`config.mk`:
```
export PLATFORM = sky130hd
export DESIGN_NAME = dma_chan_engine
export DESIGN_NICKNAME = d
export VERILOG_FILES = /design/src/rtl/dma_chan_pkg.sv /design/src/rtl/dma_ptr.sv /design/src/rtl/dma_regs.sv /design/src/rtl/dma_seq.sv /design/src/rtl/dma_busarb.sv /design/src/rtl/dma_chan_engine.sv
export SDC_FILE = /design/constraint.sdc
export NUM_CORES = 1
export LEC_CHECK = 0
export ABC_AREA = 1
export BUFFER_PORTS_ARGS = -buffer_cell sky130_fd_sc_hd__buf_2
export CORE_MARGIN = 5
export CORE_UTILIZATION = 30
export CTS_BUF_LIST = sky130_fd_sc_hd__clkbuf_8
export DETAILED_ROUTE_END_ITERATION = 8
export SYNTH_ARGS = -nofsm -noshare
export SYNTH_HDL_FRONTEND = slang
export SYNTH_SLANG_ARGS = --single-unit
```
`constraint.sdc`:
```
create_clock -name clk -period 3 [get_ports clk]
set_input_delay 0.6 -clock clk [delete_from_list [all_inputs] [get_ports clk]]
set_output_delay 0.6 -clock clk [all_outputs]
set_load 0.01 [all_outputs]
```
`src/rtl/dma_chan_pkg.sv`:
```
package dma_chan_pkg;

  typedef enum logic [1:0] {
    PH_IDLE  = 2'd0,
    PH_READ  = 2'd1,
    PH_WRITE = 2'd2
  } phase_e;

  localparam int SEL_SRC  = 0;
  localparam int SEL_DST  = 1;
  localparam int SEL_CNT  = 2;
  localparam int SEL_CTRL = 3;

  localparam int CB_BYTE = 0;
  localparam int CB_RPT  = 1;
  localparam int CB_REQ  = 2;
  localparam int CB_EN   = 3;
  localparam int CB_SFWD = 4;
  localparam int CB_DFWD = 5;
  localparam int CTRL_W  = 6;

endpackage

```
`src/rtl/dma_ptr.sv`:
```
module dma_ptr #(
  parameter int AW = 20
) (
  input  logic          clk,
  input  logic          rst_n,
  input  logic          wr_en,
  input  logic [AW-1:0] wr_val,
  input  logic          adv,
  input  logic [AW-1:0] step,
  input  logic          reload,
  output logic [AW-1:0] ptr
);

  logic [AW-1:0] init_q;

  always_ff @(posedge clk or negedge rst_n) begin
    if (!rst_n) begin
      ptr    <= '0;
      init_q <= '0;
    end else if (wr_en) begin
      ptr    <= wr_val;
      init_q <= wr_val;
    end else if (reload) begin
      ptr <= init_q;
    end else if (adv) begin
      ptr <= ptr + step;
    end
  end

endmodule

```
`src/rtl/dma_regs.sv`:
```
module dma_regs
  import dma_chan_pkg::*;
#(
  parameter int AW = 20,
  parameter int CW = 16
) (
  input  logic          clk,
  input  logic          rst_n,
  input  logic          cfg_we,
  input  logic [1:0]    cfg_sel,
  input  logic [AW-1:0] cfg_wdata,
  input  logic          trig,
  input  logic          busy,
  input  logic          xfer_done,
  output logic [AW-1:0] src,
  output logic [AW-1:0] dst,
  output logic [CW-1:0] cnt,
  output logic          unit_byte,
  output logic          rpt,
  output logic          en,
  output logic          req,
  output logic          sfwd,
  output logic          dfwd
);

  localparam int NPTR = 2;

  logic [CW-1:0]   cnt_init;
  logic            again;
  logic            ctrl_wr;
  logic            underflow;
  logic [AW-1:0]   step;
  logic [AW-1:0]   ptr_q [NPTR];

  assign ctrl_wr   = cfg_we && (cfg_sel == 2'(SEL_CTRL));
  assign underflow = xfer_done && (cnt == '0);
  assign step      = {{(AW-2){1'b0}}, ~unit_byte, unit_byte};

  for (genvar g = 0; g < NPTR; g++) begin : g_ptr
    logic fwd;
    logic rl_ok;
    assign fwd   = (g == 0) ? sfwd : dfwd;
    assign rl_ok = (g == 0) ? 1'b1 : dfwd;
    dma_ptr #(.AW(AW)) u_ptr (
      .clk    (clk),
      .rst_n  (rst_n),
      .wr_en  (cfg_we && (cfg_sel == 2'((g == 0) ? SEL_SRC : SEL_DST))),
      .wr_val (cfg_wdata),
      .adv    (xfer_done && fwd),
      .step   (step),
      .reload (underflow && rpt && rl_ok),
      .ptr    (ptr_q[g])
    );
  end

  assign src = ptr_q[0];
  assign dst = ptr_q[1];

  // counter and its reload value
  always_ff @(posedge clk or negedge rst_n) begin
    if (!rst_n) begin
      cnt      <= '0;
      cnt_init <= '0;
    end else if (cfg_we && (cfg_sel == 2'(SEL_CNT))) begin
      cnt      <= cfg_wdata[CW-1:0];
      cnt_init <= cfg_wdata[CW-1:0];
    end else if (xfer_done) begin
      if (underflow && rpt) cnt <= cnt_init;
      else                  cnt <= cnt - 1'b1;
    end
  end

  // mode bits
  always_ff @(posedge clk or negedge rst_n) begin
    if (!rst_n) begin
      unit_byte <= 1'b0;
      rpt       <= 1'b0;
      en        <= 1'b0;
      sfwd      <= 1'b0;
      dfwd      <= 1'b0;
    end else if (ctrl_wr) begin
      unit_byte <= cfg_wdata[CB_BYTE];
      rpt       <= cfg_wdata[CB_RPT];
      en        <= cfg_wdata[CB_EN];
      sfwd      <= cfg_wdata[CB_SFWD];
      dfwd      <= cfg_wdata[CB_DFWD];
    end else if (underflow && !rpt) begin
      en <= 1'b0;
    end
  end

  // request flag and one queued request
  always_ff @(posedge clk or negedge rst_n) begin
    if (!rst_n) begin
      req   <= 1'b0;
      again <= 1'b0;
    end else if (ctrl_wr && !cfg_wdata[CB_REQ]) begin
      req   <= 1'b0;
      again <= 1'b0;
    end else if (xfer_done) begin
      req   <= (underflow && !rpt) ? 1'b0 : (again | (trig & en));
      again <= 1'b0;
    end else if (trig && en) begin
      if (busy) again <= 1'b1;
      else      req   <= 1'b1;
    end
  end


  single_stop_chk: assert property (@(posedge clk) disable iff (!rst_n)
    underflow && !rpt && !cfg_we |=> !en && !req);


  idle_ignore_chk: assert property (@(posedge clk) disable iff (!rst_n)
    !en && !req && !cfg_we |=> !req);


  repeat_reload_chk: assert property (@(posedge clk) disable iff (!rst_n)
    underflow && rpt && !cfg_we |=> (cnt == $past(cnt_init)) && en);


  no_sw_set_chk: assert property (@(posedge clk) disable iff (!rst_n)
    ctrl_wr && cfg_wdata[CB_REQ] && !req && !xfer_done && !(trig && en) |=> !req);


  done_clear_chk: assert property (@(posedge clk) disable iff (!rst_n)
    xfer_done && !again && !trig && !cfg_we |=> !req);

endmodule

```
`src/rtl/dma_seq.sv`:
```
module dma_seq
  import dma_chan_pkg::*;
#(
  parameter int AW = 20,
  parameter int DW = 16
) (
  input  logic          clk,
  input  logic          rst_n,
  input  logic          go,
  input  logic          unit_byte,
  input  logic [AW-1:0] src,
  input  logic [AW-1:0] dst,
  input  logic          mem_ready,
  input  logic [DW-1:0] mem_rdata,
  output logic          mem_valid,
  output logic          mem_write,
  output logic          mem_byte,
  output logic [AW-1:0] mem_addr,
  output logic [DW-1:0] mem_wdata,
  output logic          busy,
  output logic          xfer_done
);

  phase_e        ph;
  logic [DW-1:0] hold_q;

  always_ff @(posedge clk or negedge rst_n) begin
    if (!rst_n) begin
      ph     <= PH_IDLE;
      hold_q <= '0;
    end else begin
      unique case (ph)
        PH_IDLE:  if (go) ph <= PH_READ;
        PH_READ:  if (mem_ready) begin
                    hold_q <= unit_byte ? {{(DW-8){1'b0}}, mem_rdata[7:0]} : mem_rdata;
                    ph     <= PH_WRITE;
                  end
        PH_WRITE: if (mem_ready) ph <= PH_IDLE;
        default:  ph <= PH_IDLE;
      endcase
    end
  end

  assign mem_valid = (ph != PH_IDLE);
  assign mem_write = (ph == PH_WRITE);
  assign mem_byte  = unit_byte;
  assign mem_addr  = (ph == PH_WRITE) ? dst : src;
  assign mem_wdata = hold_q;
  assign busy      = (ph != PH_IDLE) || go;
  assign xfer_done = (ph == PH_WRITE) && mem_ready;


  hold_beat_chk: assert property (@(posedge clk) disable iff (!rst_n)
    mem_valid && !mem_ready |=> mem_valid && $stable(mem_addr) && $stable(mem_write)
                                && $stable(mem_wdata));


  read_then_write_chk: assert property (@(posedge clk) disable iff (!rst_n)
    mem_valid && !mem_write && mem_ready |=> mem_valid && mem_write);

endmodule

```
`src/rtl/dma_busarb.sv`:
```
module dma_busarb (
  input  logic cpu_req,
  input  logic dma_busy,
  output logic cpu_gnt
);

  assign cpu_gnt = cpu_req && !dma_busy;

endmodule

```
`src/rtl/dma_chan_engine.sv`:
```
module dma_chan_engine
  import dma_chan_pkg::*;
#(
  parameter int AW = 20,
  parameter int CW = 16,
  parameter int DW = 16
) (
  input  logic              clk,
  input  logic              rst_n,
  input  logic              cfg_we,
  input  logic [1:0]        cfg_sel,
  input  logic [AW-1:0]     cfg_wdata,
  input  logic              trig,
  input  logic              cpu_req,
  output logic              cpu_gnt,
  output logic              mem_valid,
  input  logic              mem_ready,
  output logic              mem_write,
  output logic              mem_byte,
  output logic [AW-1:0]     mem_addr,
  output logic [DW-1:0]     mem_wdata,
  input  logic [DW-1:0]     mem_rdata,
  output logic [AW-1:0]     st_src,
  output logic [AW-1:0]     st_dst,
  output logic [CW-1:0]     st_cnt,
  output logic [CTRL_W-1:0] st_ctrl
);

  logic unit_byte, rpt, en, req, sfwd, dfwd;
  logic busy, xfer_done;

  dma_regs #(.AW(AW), .CW(CW)) u_regs (
    .clk       (clk),
    .rst_n     (rst_n),
    .cfg_we    (cfg_we),
    .cfg_sel   (cfg_sel),
    .cfg_wdata (cfg_wdata),
    .trig      (trig),
    .busy      (busy),
    .xfer_done (xfer_done),
    .src       (st_src),
    .dst       (st_dst),
    .cnt       (st_cnt),
    .unit_byte (unit_byte),
    .rpt       (rpt),
    .en        (en),
    .req       (req),
    .sfwd      (sfwd),
    .dfwd      (dfwd)
  );

  dma_seq #(.AW(AW), .DW(DW)) u_seq (
    .clk       (clk),
    .rst_n     (rst_n),
    .go        (en && req),
    .unit_byte (unit_byte),
    .src       (st_src),
    .dst       (st_dst),
    .mem_ready (mem_ready),
    .mem_rdata (mem_rdata),
    .mem_valid (mem_valid),
    .mem_write (mem_write),
    .mem_byte  (mem_byte),
    .mem_addr  (mem_addr),
    .mem_wdata (mem_wdata),
    .busy      (busy),
    .xfer_done (xfer_done)
  );

  dma_busarb u_arb (
    .cpu_req  (cpu_req),
    .dma_busy (busy),
    .cpu_gnt  (cpu_gnt)
  );

  always_comb begin
    st_ctrl          = '0;
    st_ctrl[CB_BYTE] = unit_byte;
    st_ctrl[CB_RPT]  = rpt;
    st_ctrl[CB_REQ]  = req;
    st_ctrl[CB_EN]   = en;
    st_ctrl[CB_SFWD] = sfwd;
    st_ctrl[CB_DFWD] = dfwd;
  end


  bus_exclusive_chk: assert property (@(posedge clk) disable iff (!rst_n)
    mem_valid |-> !cpu_gnt);


  reset_idle_chk: assert property (@(posedge clk)
    !rst_n |-> !mem_valid && (st_ctrl == '0));

endmodule

```
; After elaboration in Yosys (flattened, before gate mapping)
; Cells that the tools add are included.
[classes]
n_mux = 26
addsub = 3
eq_ne = 9
bitwise = 3
reduce_logical = 33
[ops]
columns = op, n
row1 = $mux 20, 7
row2 = $mux 16, 4
row3 = $add 20x2->20, 2
row4 = $logic_not 16->1, 1
row5 = $sub 16x1->16 const B, 1
row6 = $logic_and 1x1->1, 15
row7 = $reduce_bool 3->1, 4
row8 = $mux 1, 11
row9 = $eq 2x2->1 const B, 3
row10 = $mux 2, 3
row11 = $pmux 2 s3, 1
row12 = $reduce_and 2->1, 3
row13 = $reduce_bool 2->1, 3
row14 = $eq 2x1->1 const B, 2
row15 = $logic_not 2->1, 2
row16 = $ne 2x2->1 const B, 2
row17 = $logic_not 1->1, 3
row18 = $ne 3x3->1 const B, 1
row19 = $reduce_and 3->1, 1
row20 = $ne 2x1->1 const B, 1
row21 = $and 1x1->1, 1
row22 = $logic_or 1x1->1, 1
row23 = $not 1->1, 1
row24 = $or 1x1->1, 1
[word_totals]
out_inout_bits = 102
input_bits = 44
register_bits = 137

; Depth between registers and ports, before layout
; Gate-level depths: netlist of the first run.
[logic_depth]
depth_word = 7
mapped_depth = 12
mapped_depth_nobuf = 11

; Cells and area by module
; From an unflattened synthesis of the first run, not the netlist that was laid out.
[hier_totals]
hier_cells = 1405
area_unflattened_um2 = 9666.8
[by_module_without_submodules]
columns = mod, area_per_inst_um2, instances, seq_area_each_um2, cells_per_inst
row1 = dma_ptr, 3085.5, 2, 1001.0, 447
row2 = dma_regs, 2313.5, 1, 975.9, 335
row3 = dma_seq, 1119.8, 1, 450.4, 166
row4 = dma_chan_engine, 52.6, 1, 0.0, 8
row5 = dma_busarb, 10.0, 1, 0.0, 2

; Least setup slack after synthesis of the first run
; OpenSTA, ideal clock, no wires.
[synth_timing]
path_kind = reg2reg
start = register u_regs.unit_byte
end = register u_regs.g_ptr[1].u_ptr.ptr[14]
period_less_slack_ps = 2151
path_slack_ps = 849
path_stages_with_launch = 12
setup_ps = 124
n_path_buf = 0
t_arrival_ps = 2027
t_required_ps = 2876
cell_sequence = dfrtp_1 clkinv_1 fa_1 nand3_1 nor2_1 nand2_1 inv_1 nand2_1 xor2_1 nand2_1 o211ai_1 nand2_1
[synth_via]
elab_chain_len = 5
[synth_lines]
columns = item, line
row1 = from (decl), dma_regs.sv:18  ; output logic unit_byte,
row2 = from (signal assigned), dma_regs.sv:82  ; unit_byte <= cfg_wdata[CB_BYTE];
row3 = $not 1->1, dma_regs.sv:37  ; assign step = {{(AW-2){1'b0}}, ~unit_byte, unit_byte};
row4 = $add 20x2->20 *, dma_ptr.sv:26  ; ptr <= ptr + step;
row5 = $mux 20 *, dma_ptr.sv:25  ; end else if (adv) begin
row6 = $mux 20 *, dma_ptr.sv:23  ; end else if (reload) begin
row7 = $mux 20 *, dma_ptr.sv:20  ; end else if (wr_en) begin
row8 = to (signal assigned), dma_ptr.sv:21  ; ptr <= wr_val;
row9 = to (signal assigned), dma_ptr.sv:24  ; ptr <= init_q;
row10 = to (signal assigned), dma_ptr.sv:26
row11 = to (decl), dma_ptr.sv:11  ; output logic [AW-1:0] ptr
; Every way passes the cells marked *; elsewhere a longest branch is shown, timed or not. The select of a mux whose other input is x is not followed.
; A chain may end at the register's enable or synchronous reset.

; Worst setup path after layout of the first run
[layout_timing]
start = register u_seq.ph[0]
end = output mem_addr[9]
[layout_via]
elab_chain_len = 2
[layout_lines]
columns = item, line
row1 = from (decl), dma_seq.sv:24  ; phase_e ph;
row2 = from (signal assigned), dma_seq.sv:29  ; ph <= PH_IDLE;
row3 = from (signal assigned), dma_seq.sv:33  ; PH_IDLE: if (go) ph <= PH_READ;
row4 = from (signal assigned), dma_seq.sv:36  ; ph <= PH_WRITE;
row5 = $eq 2x2->1, dma_seq.sv:47  ; assign mem_addr = (ph == PH_WRITE) ? dst : src;
row6 = $mux 20, dma_seq.sv:47
row7 = to (decl), dma_chan_engine.sv:20  ; output logic [AW-1:0] mem_addr,
; No other way between the ends.

==> impl_results.md, run 1 <==
- Pwr dens: 902.3 nW/µm²
- Die Footprint: 29,340 µm²
- PnR Total Power: 8.321 mW
- Number of design rule violations left after detail routing: 0
- Hold Vio Cnt, Final: 0
- Synthesized-area fraction occupied by ao, oa, aoi and oai cells: 11.24%
- Leading cell type in the layout, fill and taps excluded: nand2_1
- Leading register cell type out of synthesis: dfrtp_1
- Main combinational cell family by area after synthesis: simple AND/OR/NAND/NOR gates
- Number of hold-repair buffers added at the cts stage: 0
- Cell type contributing the most total cell area after synthesis: dfrtp_1
- Buffer levels on the longest clock path: 2
- Iteration-0 DRC Markers: 552
- Highest-count cells in the layout ignoring fill and taps: 382 x nand2_1, 144 x buf_2, 137 x dfrtp_1, 101 x inv_1, 100 x nand3_1
- Synth-to-Final Area Change: 18.18%
- Worst-path fanout max: 25
- Sequential fraction of the synthesis area: 43.93%
- Max-cap violation count: 0
- Pre-CTS setup slack: 0.4509 ns
- Total count of max-transition violations in the final report: 0
- Number of detailed-routing iterations run before antenna repair: 5
- Fraction of layout instances using a drive strength above 1: 18.35%
- Leakage power total: 4.813 nW
- Count of filler cells inserted in the layout: 2,788
- Post-layout net count: 1,249
- Post-route antenna net violation count: 0
- Unrepaired setup endpoints after global routing: false
- Max-slew headroom: 33.64%
- Area share of the largest cell type after synthesis: 43.93%
- Count of synthesis-stage warnings from yosys: 0
- Critical Path Source Type: register
- Number of non-filler instances in the completed layout: 1,545
- CTS-repair resized insts: 0
- Critical path class: register to primary output
- Worst IR Drop VDD: 0.5931 mV
- Floorplan die width: 171.3 µm
- Arrival time worst endpoint: 2.06 ns
- Post CTS Setup Buffer Count: 0
- Count of unique library cells instantiated by Yosys: 39
- Initial Utilization: 30.20%
- Net count after synthesis: 1,114
- Total half-perimeter wirelength after legalization and detailed placement: 19,100 µm
- FF+latch count, synth: 137
- Routability cong.: 0.8742
- Port buffer count: 145
- Leading post-synthesis cells by cell area: dfrtp_1 44%, nand2_1 18%, nand3_1 6.4%
- Average detailed-routed wire length per instance: 16.59 µm
- Final period util: 88.82%
- Number of core rows: 59
- Pin count of the biggest net entering global routing: 49
- Cell Area, Synth: 7804 µm²
- Die H: 171.3 µm
- Post-synthesis simple-gate area fraction: 32.64%
- Worst-skew pair later-pin latency: 0.45 ns
- CTS tree: built
- Final worst slack: 0.3353 ns
- N_diodes: 0
- Instance count after placement with tap cells included: 1,513
- Number of clock sinks: 137
- Htree depth: 4
- Aggregate global-route resource usage: 17.49%
- Mean instance size in the synthesized netlist: 7.348 µm²
- Drt total wl: 25,630 µm
- Clock-pin slew of the registers on the worst-case setup and hold paths: 0.08 ns
- Number of synthesized flops with an enable pin: 0
- Fraction of synthesized area in multiplexers: 0.1443%
- Cell area after layout: 9223 µm²
- Antenna violations before repair: 0
- Final global-route overflow total: 0
- Post-Synth XOR/XNOR Area: 2.357%
- Number of global-route vias before repair: 7,228
- Worst Max-Slew Pin Slew: 0.9917 ns
- Required time of the worst setup path: 2.40 ns
- Number of I/O pins: 146
- Total CTS buffers: 17
- Wire length of the first global-routing pass: 40,410 µm
- Status: completed
- Total negative slack for setup checks: 0 ns
- Placed cell area: 8821 µm²
- Vias per Instance: 4.894
- Library cell used as clock root buffer: clkbuf_8
- Via total after detailed routing: 7,562
- Kind of capture point of the worst setup path: primary output
- Setup Viol. Count Final: 0
- Maximum clock rate: 375.3 MHz
- Gate count of the mapped netlist: 1,062
- Worst Clk Skew: 0.02039 ns
- Adder-cell share of the synthesized area: 1.475%
- Core Region: 25,840 µm²
- Minimum period implied by the final worst setup slack: 2.665 ns
- Class of the tightest hold or removal check: input port to asynchronous set/reset pin
- Post-synth ARST share: 100.0%
-- metrics by stage --
| step | utilization [%] | hold slack (ns) |
|---|---|---|
| after floorplan | - | 0.3044 |
| after global placement | 34.14 | 0.4495 |
| after detailed placement | 34.14 | 0.4533 |
| after CTS | 35.69 | 0.1020 |
| after global routing | 35.69 | 0.1169 |
| final | 35.69 | 0.1066 |
-- state kept, by name, indices dropped and copies added (netlist names), 2 cells and up --
register	cells
u_regs.g_ptr.u_ptr.init_q	40
u_regs.cnt	16
u_regs.g_ptr.u_ptr.ptr	40
u_seq.mem_wdata	16
u_seq.ph	2
u_regs.cnt_init	16
-- worst max-delay path: stages (launching register included) --
cell	delay, ns
dfrtp_1	0.38
inv_1	0.10
nand2_1	0.39
buf_4	0.37
o21ai_0	0.20
buf_2	0.17
-- power breakdown --
part	switching [mW]	internal, mW
Combinational	2.16	1.37
Clock	0.780	0.798
Sequential	0.786	2.43
-- cell usage after synthesis (4+ instances only) --
| master | count |
|---|---|
| or2_2 | 4 |
| o21ai_0 | 90 |
| nor2_1 | 66 |
| o21bai_1 | 11 |
| buf_2 | 17 |
| ha_1 | 6 |
| dfrtp_1 | 137 |
| o211ai_2 | 4 |
| o21ai_1 | 9 |
| nand3_1 | 100 |
| nor2_2 | 6 |
| buf_4 | 7 |
| inv_2 | 4 |
| xor2_1 | 17 |
| o211ai_1 | 17 |
| xnor2_1 | 4 |
| clkbuf_1 | 12 |
| a21oi_1 | 18 |
| nand4_1 | 15 |
| nor3_1 | 7 |
| nor2_4 | 4 |
| nand2_1 | 382 |
| buf_6 | 6 |
| inv_1 | 99 |
-- final cells by class --
| cell class | instances | area, µm² | area share [%] |
|---|---|---|---|
| clock inverters | 12 | 126.4 | 1.370 |
| well taps | 335 | 419.2 | 4.545 |
| inverters | 104 | 390.4 | 4.233 |
| clock buffers | 20 | 275.3 | 2.985 |
| repair buffers | 158 | 842.1 | 9.130 |
| flip-flops and latches | 137 | 3428 | 37.17 |
| multi-input cells | 779 | 3741 | 40.56 |
-- per-layer routing --
layer	part of all wire [%]	vias to the layer above	track usage [%]
met5	0	-	0
met4	1.2	0	3.755
met3	6.1	21	3.447
met2	47	234	28.48
met1	45	3613	24.29
li1	-	3694	-
-- worst paths after layout --
check,startpoint,to,slack [ns],cells after the start
max,u_seq.ph[0],mem_addr[9],0.34,5
min,rst_n,u_regs.cnt[15],0.11,1
max reg2reg,u_regs.unit_byte,u_regs.g_ptr[0].u_ptr.ptr[17],0.46,11
min reg2reg,u_regs.g_ptr[1].u_ptr.init_q[0],u_regs.g_ptr[1].u_ptr.init_q[0],0.47,2
max in group asynchronous,rst_n,u_seq.mem_wdata[15],2.17,2
min in group clk,mem_rdata[2],u_seq.mem_wdata[2],0.34,3
-- kinds of logic (layout without fill, tap and decap cells) --
logic type	after synthesis	after routing
mux	1	1
flops	137	137
compound gates	153	153
simple gates	596	596
xor+xnor	21	21
fa+ha+maj	8	8
buf+inv	146	294
No activity file was read; power rests on OpenSTA's default activity.
==> inputs of run 2 (changes only) <==
--- a/config.mk
+++ b/config.mk
@@ -13,4 +13,5 @@
 export DETAILED_ROUTE_END_ITERATION = 8
 export SYNTH_ARGS = -nofsm -noshare
 export SYNTH_HDL_FRONTEND = slang
+export SYNTH_HIERARCHICAL = 1
 export SYNTH_SLANG_ARGS = --single-unit
==> run 2 against run 1 <==
Global-route usage shrank 1.2 points; critical path depth grew 2; synthesized cell count grew 32%; clock skew shrank 0.0068 ns; worst hold slack lost 0.0038 ns.
==> impl_results.md, run 2 <==
- Htree depth: 4 (unchanged)
- Post-synth ARST share: 100.0% (unchanged)
- Cell type contributing the most total cell area after synthesis: dfrtp_1 (unchanged)
- Max-slew headroom: 58.80% (was 33.64%)
- Count of filler cells inserted in the layout: 3,427 (was 2,788)
- Aggregate global-route resource usage: 16.28% (was 17.49%)
- Count leader, synth: nand2_1 (unchanged)
- Number of clock sinks: 137 (unchanged)
- Clock-pin slew of the registers on the worst-case setup and hold paths: 0.08 ns (about the same)
- Number of I/O pins: 146 (unchanged)
- FF+latch count, synth: 137 (unchanged)
- Synth-to-Final Area Change: 15.83% (was 18.18%)
- N_diodes: 0 (unchanged)
- Worst Clk Skew: 0.01356 ns (was 0.02039 ns)
- Die Footprint: 35,910 µm² (was 29,340 µm²)
- Post CTS Setup Buffer Count: 0 (unchanged)
- Final period util: 86.42% (was 88.82%)
- Post-layout net count: 1,655 (was 1,249)
- Leading register cell type out of synthesis: dfrtp_1 (unchanged)
- Library cell used as clock root buffer: clkbuf_8 (unchanged)
- Most frequent cells after synthesis: 468 x nand2_1, 154 x inv_1, 137 x dfrtp_1 (was 382 x nand2_1, 137 x dfrtp_1, 100 x nand3_1)
- Vias per Instance: 4.732 (was 4.894)
- Fraction of layout instances using a drive strength above 1: 17.70% (was 18.35%)
- Setup Viol. Count Final: 0 (unchanged)
- Startpoint of the worst register-to-register path: u_regs/cnt[0] (was u_regs.unit_byte)
- Mean instance size in the synthesized netlist: 6.880 µm² (was 7.348 µm²)
- Number of hold-repair buffers added at the cts stage: 0 (unchanged)
- Worst-path fanout max: 22 (was 25)
- Worst-skew pair later-pin latency: 0.45 ns (about the same)
- Iteration-0 DRC Markers: 740 (was 552)
- Leakage power total: 6.042 nW (was 4.813 nW)
- CTS tree: built (unchanged)
- Wire length of the first global-routing pass: 47,180 µm (was 40,410 µm)
- Setup slack, reg-to-reg: 0.49 ns (was 0.46 ns)
- Highest-count cells in the layout ignoring fill and taps: 468 x nand2_1, 158 x inv_1, 144 x buf_2, 137 x dfrtp_1, 122 x a21oi_1 (was 382 x nand2_1, 144 x buf_2, 137 x dfrtp_1, 101 x inv_1, 100 x nand3_1)
- Number of design rule violations left after detail routing: 0 (unchanged)
- Buffer levels on the longest clock path: 2 (unchanged)
- Largest registers ranked by flip-flop count: u_regs/g_ptr.u_ptr/init_q (40), u_regs/g_ptr.u_ptr/ptr (40) (was u_regs.g_ptr.u_ptr.init_q (40), u_regs.g_ptr.u_ptr.ptr (40))
- Maximum clock rate: 385.7 MHz (was 375.3 MHz)
- Class of the tightest hold or removal check: input port to asynchronous set/reset pin (unchanged)
- Routability cong.: 0.8892 (was 0.8742)
- Total count of max-transition violations in the final report: 0 (unchanged)
- Critical Path Source Type: register (unchanged)
- Initial Utilization: 30.48% (was 30.20%)
- Count of synthesis-stage warnings from yosys: 6 (was 0)
- Core Region: 31,720 µm² (was 25,840 µm²)
- Number of global-route vias before repair: 8,811 (was 7,228)
- Cell area after layout: 11,200 µm² (was 9223 µm²)
- Number of core rows: 65 (was 59)
- Destination of the worst register-to-register timing path: u_regs/g_ptr[0].u_ptr/ptr[1] (was u_regs.g_ptr[0].u_ptr.ptr[17])
- Count of unique library cells instantiated by Yosys: 42 (was 39)
- Cell Area, Synth: 9667 µm² (was 7804 µm²)
- CTS-repair resized insts: 0 (unchanged)
- Worst hold margin: 0.1029 ns (was 0.1066 ns)
- Pwr dens: 966.2 nW/µm² (was 902.3 nW/µm²)
- Antenna violations before repair: 1 (was 0)
- Status: completed (unchanged)
- Total half-perimeter wirelength after legalization and detailed placement: 23,530 µm (was 19,100 µm)
- Sequential fraction of the synthesis area: 35.46% (was 43.93%)
- Required time of the worst setup path: 2.40 ns (about the same)
- Area share of the largest cell type after synthesis: 35.46% (was 43.93%)
- Total CTS buffers: 17 (unchanged)
- Unrepaired setup endpoints after global routing: false (unchanged)
- Critical path class: register to primary output (unchanged)
- Floorplan die width: 189.5 µm (was 171.3 µm)
- Average detailed-routed wire length per instance: 14.98 µm (was 16.59 µm)
- Number of detailed-routing iterations run before antenna repair: 6 (was 5)
- Via total after detailed routing: 9,389 (was 7,562)
- Leading post-synthesis cells by cell area: dfrtp_1 35%, nand2_1 18%, a21oi_1 6.3% (was dfrtp_1 44%, nand2_1 18%, nand3_1 6.4%)
- Max-cap violation count: 0 (unchanged)
- R2r worst-path depth: 15 (was 11)
- Total negative slack for setup checks: 0 ns (unchanged)
- Worst Max-Slew Pin Slew: 0.6180 ns (was 0.9917 ns)
- Pin count of the biggest net entering global routing: 72 (was 49)
- Final global-route overflow total: 0 (unchanged)
- Placed cell area: 10,790 µm² (was 8821 µm²)
- Port buffer count: 145 (unchanged)
- Minimum period implied by the final worst setup slack: 2.593 ns (was 2.665 ns)
- Leading cell type in the layout, fill and taps excluded: nand2_1 (unchanged)
- PnR Total Power: 10.82 mW (was 8.321 mW)
- Hold Vio Cnt, Final: 0 (unchanged)
- Die H: 189.5 µm (was 171.3 µm)
- Number of synthesized flops with an enable pin: 0 (unchanged)
- Gate count of the mapped netlist: 1,405 (was 1,062)
- Kind of capture point of the worst setup path: primary output (unchanged)
- Post-route antenna net violation count: 0 (unchanged)
- Arrival time worst endpoint: 1.99 ns (was 2.06 ns)
- Drt total wl: 29,710 µm (was 25,630 µm)
- Worst IR Drop VDD: 0.3328 mV (was 0.5931 mV)
==> run 2: metal layers <==
layer | vias to the layer above | track usage (%) | routed length, µm
li1 | 4729 | - | -
met4 | 2 | 5.787 | 835
met3 | 48 | 2.120 | 1132
met5 | - | 0 | 7
met2 | 244 | 27.43 | 14340
met1 | 4366 | 21.53 | 13400
==> run 2: cell families after synthesis <==
family,share of synthesized area (%)
AOI/OAI and AO/OA,12.72
xor gates and xnor gates,2.174
adders and majority gates,5.592
buffers and inverters,11.08
DFF,35.46
other,0.03879
and+or+nand+nor,32.93
==> run 2: where the power goes <==
group	internal [mW]	total, mW	switching (mW)
logic	2.25	6.03	3.77
clock network	0.871	1.58	0.712
registers	2.46	3.21	0.748
==> run 2: final cells by class <==
class | count | area, µm² | area share (%)
Inverter | 178 | 669.4 | 5.978
Sequential cell | 137 | 3428 | 30.62
Multi-Input combinational cell | 1074 | 5311 | 47.44
Timing Repair Buffer | 161 | 877.1 | 7.833
Clock buffer | 20 | 275.3 | 2.458
Clock inverter | 12 | 132.6 | 1.184
Tap cell | 402 | 503.0 | 4.492
==> run 2: worst max path at each step <==
stage,startpoint,end,slack (ns),cells after the start
2_1_floorplan,mem_ready,u_regs/g_ptr[1].u_ptr/ptr[7],0.36,15
3_3_place_gp,mem_ready,u_regs/g_ptr[1].u_ptr/ptr[1],0.47,16
3_5_place_dp,mem_ready,u_regs/g_ptr[0].u_ptr/ptr[1],0.43,16
4_1_cts,u_seq/ph[0],mem_addr[4],0.37,7
5_1_grt,u_seq/ph[0],mem_addr[0],0.27,7
6_report,u_seq/ph[0],mem_addr[4],0.41,7
==> run 2: stage by stage <==
stage          std cells  setup WS [ns]  util, %
2_1_floorplan       1440         0.3591        -
3_3_place_gp        1952         0.4675    34.02
3_5_place_dp        1952         0.4275    34.02
4_1_cts             1984         0.3675    35.30
5_1_grt             1984         0.2734    35.30
6_report            1984         0.4074    35.30
==> run 2: critical path: stages, from the launching register on <==
cell and delay, ns:
dfrtp_1 0.43, inv_2 0.12, nand2_2 0.06, buf_4 0.21
inv_2 0.30, nand2_1 0.09, nand2_1 0.15, buf_2 0.16
